$ cat src/rtl/pwm_pkg.sv
package pwm_pkg;
  localparam int unsigned WORD_W = 32;
  localparam int unsigned CH_W   = 10;
  localparam int unsigned HI_LSB = 16;
  localparam logic [WORD_W-1:0] LANE_MASK = 32'h03FF_03FF;

  typedef logic [WORD_W-1:0] word_t;
  typedef logic [CH_W-1:0]   lane_t;

  function automatic lane_t lo_lane(word_t w);
    return w[CH_W-1:0];
  endfunction

  function automatic lane_t hi_lane(word_t w);
    return w[HI_LSB +: CH_W];
  endfunction

  function automatic word_t pack_lanes(lane_t lo, lane_t hi);
    word_t w;
    w = '0;
    w[CH_W-1:0] = lo;
    w[HI_LSB +: CH_W] = hi;
    return w;
  endfunction

  // value outside [lower, upper] of a bounds word, limits inclusive
  function automatic logic outside(lane_t v, word_t b);
    return (v < lo_lane(b)) || (v > hi_lane(b));
  endfunction
endpackage

$ cat src/rtl/pwm_sample_bank.sv
module pwm_sample_bank
  import pwm_pkg::*;
#(
  parameter int NUM_PAIRS = 8,
  parameter int IDX_W     = 4,
  parameter int STEP_LO   = 5,
  parameter int STEP_HI   = 7
) (
  input  logic                 clk_i,
  input  logic                 rst_ni,
  input  logic                 rd_en_i,
  input  logic [IDX_W-1:0]     rd_idx_i,
  input  logic                 wr_en_i,
  input  logic [IDX_W-1:0]     wr_idx_i,
  input  word_t                wr_data_i,
  output word_t                cur_word_o,
  output lane_t                adv_lo_o,
  output lane_t                adv_hi_o,
  output logic                 adv_commit_o
);
  localparam int PTR_W = (NUM_PAIRS > 1) ? $clog2(NUM_PAIRS) : 1;

  word_t            words_q [NUM_PAIRS];
  logic [PTR_W-1:0] rd_ptr, wr_ptr;
  logic             rd_hit, wr_hit, collide;

  assign rd_ptr  = rd_idx_i[PTR_W-1:0];
  assign wr_ptr  = wr_idx_i[PTR_W-1:0];
  assign rd_hit  = rd_en_i && (32'(rd_idx_i) < NUM_PAIRS);
  assign wr_hit  = wr_en_i && (32'(wr_idx_i) < NUM_PAIRS);
  assign collide = rd_hit && wr_hit && (rd_ptr == wr_ptr);

  assign cur_word_o   = rd_hit ? words_q[rd_ptr] : '0;
  assign adv_lo_o     = lo_lane(cur_word_o) + lane_t'(STEP_LO);
  assign adv_hi_o     = hi_lane(cur_word_o) + lane_t'(STEP_HI);
  assign adv_commit_o = rd_hit && !collide;

  always_ff @(posedge clk_i or negedge rst_ni) begin
    if (!rst_ni) begin
      for (int p = 0; p < NUM_PAIRS; p++) words_q[p] <= '0;
    end else begin
      for (int p = 0; p < NUM_PAIRS; p++) begin
        if (wr_hit && wr_ptr == PTR_W'(p))
          words_q[p] <= wr_data_i & LANE_MASK;
        else if (adv_commit_o && rd_ptr == PTR_W'(p))
          words_q[p] <= pack_lanes(adv_lo_o, adv_hi_o);
      end
    end
  end


  step_chk: assert property (@(posedge clk_i) disable iff (!rst_ni)
    (rd_hit && !collide) |=>
      (lo_lane(words_q[$past(rd_ptr)]) == lane_t'(lo_lane($past(cur_word_o)) + lane_t'(STEP_LO))) &&
      (hi_lane(words_q[$past(rd_ptr)]) == lane_t'(hi_lane($past(cur_word_o)) + lane_t'(STEP_HI))));


  load_chk: assert property (@(posedge clk_i) disable iff (!rst_ni)
    wr_hit |=> words_q[$past(wr_ptr)] == ($past(wr_data_i) & LANE_MASK));
endmodule

$ cat src/rtl/pwm_window_check.sv
module pwm_window_check
  import pwm_pkg::*;
#(
  parameter int NUM_PAIRS = 8
) (
  input  lane_t                          lo_i,
  input  lane_t                          hi_i,
  input  logic [((NUM_PAIRS > 1) ? $clog2(NUM_PAIRS) : 1)-1:0] ptr_i,
  input  logic [2*NUM_PAIRS*WORD_W-1:0]  bounds_i,
  output logic                           breach_o
);
  logic [NUM_PAIRS-1:0] breach_vec;

  for (genvar p = 0; p < NUM_PAIRS; p++) begin : g_pair
    word_t b_even, b_odd;
    assign b_even = bounds_i[(2*p)*WORD_W +: WORD_W];
    assign b_odd  = bounds_i[(2*p+1)*WORD_W +: WORD_W];
    assign breach_vec[p] = outside(lo_i, b_even) || outside(hi_i, b_odd);
  end

  assign breach_o = breach_vec[ptr_i];
endmodule

$ cat src/rtl/pwm_flag_reg.sv
module pwm_flag_reg #(
  parameter int NUM_PAIRS = 8
) (
  input  logic                 clk_i,
  input  logic                 rst_ni,
  input  logic                 set_i,
  input  logic [((NUM_PAIRS > 1) ? $clog2(NUM_PAIRS) : 1)-1:0] set_ptr_i,
  input  logic [NUM_PAIRS-1:0] clr_i,
  output logic [NUM_PAIRS-1:0] flags_o
);
  logic [NUM_PAIRS-1:0] flags_q, set_mask;

  assign set_mask = set_i ? (NUM_PAIRS'(1) << set_ptr_i) : '0;

  always_ff @(posedge clk_i or negedge rst_ni) begin
    if (!rst_ni) flags_q <= '0;
    else         flags_q <= (flags_q & ~clr_i) | set_mask;
  end

  assign flags_o = flags_q;


  flag_rise_chk: assert property (@(posedge clk_i) disable iff (!rst_ni)
    (|(flags_q & ~$past(flags_q))) |-> $past(set_i));


  flag_sticky_chk: assert property (@(posedge clk_i) disable iff (!rst_ni)
    (($past(flags_q) & ~flags_q & ~$past(clr_i)) == '0));
endmodule

$ cat src/rtl/pair_window_monitor.sv
module pair_window_monitor
  import pwm_pkg::*;
#(
  parameter int NUM_PAIRS = 8,
  parameter int IDX_W     = 4,
  parameter int STEP_LO   = 5,
  parameter int STEP_HI   = 7
) (
  input  logic                          clk_i,
  input  logic                          rst_ni,
  input  logic                          rd_en_i,
  input  logic [IDX_W-1:0]              rd_idx_i,
  output logic [31:0]                   rd_data_o,
  input  logic                          wr_en_i,
  input  logic [IDX_W-1:0]              wr_idx_i,
  input  logic [31:0]                   wr_data_i,
  input  logic [2*NUM_PAIRS*32-1:0]     bounds_i,
  input  logic [NUM_PAIRS-1:0]          flag_clr_i,
  output logic [NUM_PAIRS-1:0]          flags_o,
  output logic                          irq_o
);
  localparam int PTR_W = (NUM_PAIRS > 1) ? $clog2(NUM_PAIRS) : 1;

  word_t cur_word, rd_data_q;
  lane_t adv_lo, adv_hi;
  logic  adv_commit, breach;

  pwm_sample_bank #(
    .NUM_PAIRS (NUM_PAIRS),
    .IDX_W     (IDX_W),
    .STEP_LO   (STEP_LO),
    .STEP_HI   (STEP_HI)
  ) u_bank (
    .clk_i        (clk_i),
    .rst_ni       (rst_ni),
    .rd_en_i      (rd_en_i),
    .rd_idx_i     (rd_idx_i),
    .wr_en_i      (wr_en_i),
    .wr_idx_i     (wr_idx_i),
    .wr_data_i    (wr_data_i),
    .cur_word_o   (cur_word),
    .adv_lo_o     (adv_lo),
    .adv_hi_o     (adv_hi),
    .adv_commit_o (adv_commit)
  );

  pwm_window_check #(.NUM_PAIRS(NUM_PAIRS)) u_check (
    .lo_i     (adv_lo),
    .hi_i     (adv_hi),
    .ptr_i    (rd_idx_i[PTR_W-1:0]),
    .bounds_i (bounds_i),
    .breach_o (breach)
  );

  pwm_flag_reg #(.NUM_PAIRS(NUM_PAIRS)) u_flags (
    .clk_i     (clk_i),
    .rst_ni    (rst_ni),
    .set_i     (adv_commit && breach),
    .set_ptr_i (rd_idx_i[PTR_W-1:0]),
    .clr_i     (flag_clr_i),
    .flags_o   (flags_o)
  );

  always_ff @(posedge clk_i or negedge rst_ni) begin
    if (!rst_ni)      rd_data_q <= '0;
    else if (rd_en_i) rd_data_q <= cur_word;
  end

  assign rd_data_o = rd_data_q;
  assign irq_o     = |flags_o;


  oor_read_chk: assert property (@(posedge clk_i) disable iff (!rst_ni)
    (rd_en_i && (32'(rd_idx_i) >= NUM_PAIRS) && (flag_clr_i == '0)) |=>
      (rd_data_o == '0) && $stable(flags_o));


  lane_mask_chk: assert property (@(posedge clk_i) disable iff (!rst_ni)
    (rd_data_o & ~LANE_MASK) == '0);
endmodule

$ cat config.mk
export PLATFORM = sky130hd
export DESIGN_NAME = pair_window_monitor
export DESIGN_NICKNAME = d
export VERILOG_FILES = /design/src/rtl/pwm_pkg.sv /design/src/rtl/pwm_sample_bank.sv /design/src/rtl/pwm_window_check.sv /design/src/rtl/pwm_flag_reg.sv /design/src/rtl/pair_window_monitor.sv
export SDC_FILE = /design/constraint.sdc
export NUM_CORES = 1
export LEC_CHECK = 0
export BUFFER_PORTS_ARGS = -buffer_cell sky130_fd_sc_hd__buf_2
export CAP_MARGIN = 25
export CORE_AREA = 3 3 234 236
export CTS_BUF_LIST = sky130_fd_sc_hd__clkbuf_4 sky130_fd_sc_hd__clkbuf_8
export DETAILED_ROUTE_END_ITERATION = 10
export DIE_AREA = 0 0 237 239
export MAX_ROUTING_LAYER = met4
export PLACE_DENSITY_LB_ADDON = 0.2
export RECOVER_POWER = 100
export SETUP_SLACK_MARGIN = 0.2
export SLEW_MARGIN = 25
export SYNTH_ARGS = -nofsm -noshare
export SYNTH_HDL_FRONTEND = slang
export SYNTH_SLANG_ARGS = --single-unit
$ cat constraint.sdc
create_clock -name clk_i -period 5.04 [get_ports clk_i]
set_input_delay 1.008 -clock clk_i [delete_from_list [all_inputs] [get_ports clk_i]]
set_output_delay 1.008 -clock clk_i [all_outputs]
set_load 0.01 [all_outputs]
==> impl_metrics.json <==
{
  "timing.fmax_mhz": 211.9,
  "port_buffers": 388,
  "holdWs_ns": 0.4924,
  "drt_iter0_markers": 1363,
  "grt-busiest-layer": "met2",
  "fin_crit_sh_pct": 93.62,
  "clk_latency_ns": 0.49,
  "fp.dieW_um": 237,
  "n_fill_cell": 5369,
  "use_met2_pct": 43.34,
  "r2r_end": "u_bank.words_q[57]$_DFFE_PN0P_",
  "antenna_found_initial": 21,
  "avgSynthCellArea_um2": 8.718,
  "netlist_area_mm2": 0.01737,
  "worstMarginPinSlew_ns": 2.831,
  "critPathMaxFanout": 20,
  "hold_viol": 0,
  "period_needed_ns": 4.719,
  "hp-class": "flop to flop",
  "numCtsBuffers": 17,
  "die_h_um": 239,
  "cp.required_ns": 5.38,
  "cts_buffer_depth": 2,
  "status": "complete, but fails checks",
  "grt_util_all_layers_pct": 26.70,
  "cts_root_buffer": "clkbuf_8",
  "critPathLaunchType": "input pin",
  "synth_edf_count": 0,
  "power_mw": 5.294,
  "ios": 605,
  "cts_tree": "built",
  "gp_congestion": 0.9123,
  "worst-endpoint-arrival_ns": 5.06,
  "fin_setup_tns_ns": 0,
  "clk_transition_reported_paths_ns": 0.09,
  "synth_ff_type": "dfrtp_1",
  "ctsHoldBuffers": 0,
  "layout.nets": 3404,
  "grt_pass1_wl_um": 110700,
  "via_per_inst": 5.429,
  "die_area_mm2": 0.05664,
  "ant_nets": 0,
  "rsz0062_at_grt": "true",
  "syn_to_final_growth_pct": 26.53,
  "grt_max_degree": 108,
  "r2r_start": "u_bank.words_q[151]$_DFFE_PN0P_",
  "ys_seq_elements": 188,
  "cp-end-kind": "flop",
  "setup_viol": 0,
  "violations": "max-capacitance violations, max-slew violations",
  "cts_num_sinks": 188,
  "cellPowerDensity_mw_per_mm2": 240.9,
  "syn_inst": 1992,
  "hpwlAfterDp_um": 59260,
  "power.leakage_nw": 12.19,
  "vdd_drop_max_mv": 0.1942,
  "ys_seq_area_share_pct": 27.09,
  "async_flop_share_pct": 100.0,
  "slew_headroom_pct": -88.75,
  "yosys_warnings": 0,
  "grt_use_met3_pct": 5.561,
  "htree_num_levels": 4,
  "yosys.cell_types.count": 81,
  "drc": 0,
  "core_area_mm2": 0.05266,
  "hold_start": "rd_data_o[1]$_DFFE_PN0P_",
  "vias": 17666,
  "rrSetupSlack_ns": 0.89,
  "wl_per_cell_um": 23.46,
  "layout-drive-gt1-share_pct": 26.31,
  "globalRouteMet1Util_pct": 33.38,
  "wl_um": 76350,
  "drv_cap": 3,
  "reg2reg_depth": 18,
  "start_util_pct": 32.98,
  "grt_pass1_vias": 17596,
  "holdPathStages": 1,
  "drtPass1Iterations": 6,
  "drv_slew": 150,
  "grt_overflow": 0,
  "rows": 84,
  "criticalPathCategory": "input pin to flop",
  "hold_path_end": "rd_data_o[1]$_DFFE_PN0P_",
  "skew_ns": 0.01953
}
[final cells by class]
cell class / count / area [µm²] / share of cell area [%]
Inverter: 369 / 1388 / 6.315
Timing Repair Buffer: 615 / 3690 / 16.79
Clock inverter: 14 / 181.4 / 0.8256
Antenna cell: 19 / 47.55 / 0.2164
Sequential cell: 188 / 4705 / 21.41
Multi-Input combinational cell: 1343 / 10850 / 49.40
Tap cell: 688 / 860.8 / 3.918
Clock buffer: 18 / 247.7 / 1.127
[layer usage]
metal / vias up / wire length, µm
li1: 8231 / -
met1: 8547 / 31870
met2: 776 / 35770
met3: 112 / 6172
met4: 0 / 2539
met5: - / 0
[cells by family (layout without fill, tap and decap cells)]
family	count (synthesis)	count (layout)	share of synthesized area (%)
AOI/OAI and AO/OA	611	611	22.77
buffers and inverters	472	1016	11.29
and+or+nand+nor	332	332	10.01
adders and majority gates	306	306	22.05
DFF	188	188	27.09
muxes	66	66	5.670
xor gates and xnor gates	16	16	1.110
other	1	31	0.02159
[synthesized netlist by cell type (all sizes together) (9+ instances only)]
| cell type | number | area, µm² |
|---|---|---|
| mux4 | 22 | 525.5 |
| nand3 | 35 | 195.2 |
| nand4 | 53 | 331.6 |
| a21oi | 122 | 610.6 |
| and3 | 10 | 62.56 |
| nor2 | 72 | 272.8 |
| nor3 | 11 | 65.06 |
| mux2i | 39 | 402.9 |
| a21o | 62 | 465.5 |
| o21a | 11 | 82.58 |
| o21ai | 170 | 854.6 |
| a31oi | 12 | 75.07 |
| buf | 46 | 339.1 |
| o22ai | 22 | 137.6 |
| ha | 306 | 3829 |
| inv | 368 | 1381 |
| nor2b | 26 | 162.7 |
| nor4 | 9 | 77.57 |
| nand2 | 79 | 299.0 |
| nand2b | 12 | 75.07 |
| clkbuf | 56 | 226.5 |
| dfrtp | 188 | 4705 |
| o211ai | 9 | 67.56 |
| a22oi | 122 | 920.9 |
| o221ai | 20 | 175.2 |
| a221o | 17 | 170.2 |
[power by group]
part	internal [mW]	total, mW	switching (mW)	leakage [nW]
sequential	1.82	1.99	0.176	2.39
combinational	1.00	2.19	1.19	9.58
clock	0.514	1.11	0.599	0.215
total	3.33	5.29	1.96	12.2
[state kept, by name, summed over array words and instances (netlist names)]
signal,flops
rd_data_o,20
u_bank.words_q,160
u_flags.flags_o,8
[cells in the final DEF (no fill, tap or decap), types with 6 or more instances in the layout]
cell type,instances
inv_1,357
buf_2,356
ha_1,305
buf_4,190
dfrtp_1,188
o21ai_0,164
a22oi_1,122
a21oi_1,121
nand2_1,77
nor2_1,70
a21o_1,62
nand4_1,53
clkbuf_1,49
mux2i_1,38
nand3_1,32
nor2b_1,25
o22ai_1,22
o221ai_1,20
diode_2,19
clkbuf_8,18
a221o_1,17
mux4_2,14
nand2b_1,12
conb_1,12
buf_12,12
o21a_1,11
a31oi_1,11
and3_1,10
inv_2,10
o211ai_1,9
mux4_1,8
nor3_1,8
clkbuf_4,7
nand3b_1,6
xnor2_1,6
a211oi_1,6
nor4_1,6
[worst max-delay path by stage]
stage	start	to	slack, ns	depth (start not counted)
2_1_floorplan	rd_en_i	u_bank.words_q[49]$_DFFE_PN0P_	0.21	20
3_3_place_gp	rd_idx_i[0]	u_flags.flags_o[3]$_DFF_PN0_	-0.70	22
3_5_place_dp	rd_idx_i[0]	u_flags.flags_o[3]$_DFF_PN0_	-0.32	18
4_1_cts	rd_idx_i[0]	u_flags.flags_o[6]$_DFF_PN0_	0.24	21
5_1_grt	rd_idx_i[1]	u_flags.flags_o[5]$_DFF_PN0_	0.11	22
6_report	rd_idx_i[1]	u_bank.words_q[57]$_DFFE_PN0P_	0.32	20
[critical path: stages]
cell and delay (ns):
buf_2 0.14, buf_12 0.20, mux4_1 0.62, a22oi_1 0.39, nor2_1 0.13, nand4_1 0.17
xor2_2 0.24, inv_2 0.10, clkbuf_1 0.17, ha_1 0.22, a211o_1 0.27, a21oi_1 0.10
o21ai_0 0.09, o21ai_1 0.21, clkbuf_4 0.18, a21oi_1 0.08, o21ai_2 0.19, buf_4 0.17
buf_12 0.20, o221ai_1 0.15
[repair_timing]
action	4_1_cts	5_1_grt
endpoints found under the setup margin	1	26
pin swaps	0	3
resized for setup	1	13
buffers inserted	0	5
[per-stage QoR]
| step | cells | setup slack (ns) | cell area [µm²] | util [%] |
|---|---|---|---|---|
| 2_1_floorplan | 2003 | 0.2062 | 17500 | - |
| 3_3_place_gp | 3198 | -0.6968 | 21580 | 40.98 |
| 3_5_place_dp | 3198 | -0.3242 | 21590 | 41.00 |
| 4_1_cts | 3230 | 0.2405 | 22030 | 41.84 |
| 5_1_grt | 3252 | 0.1072 | 21970 | 41.72 |
| 6_report | 3254 | 0.3214 | 21970 | 41.73 |
Power figures use the tool's default switching activity.
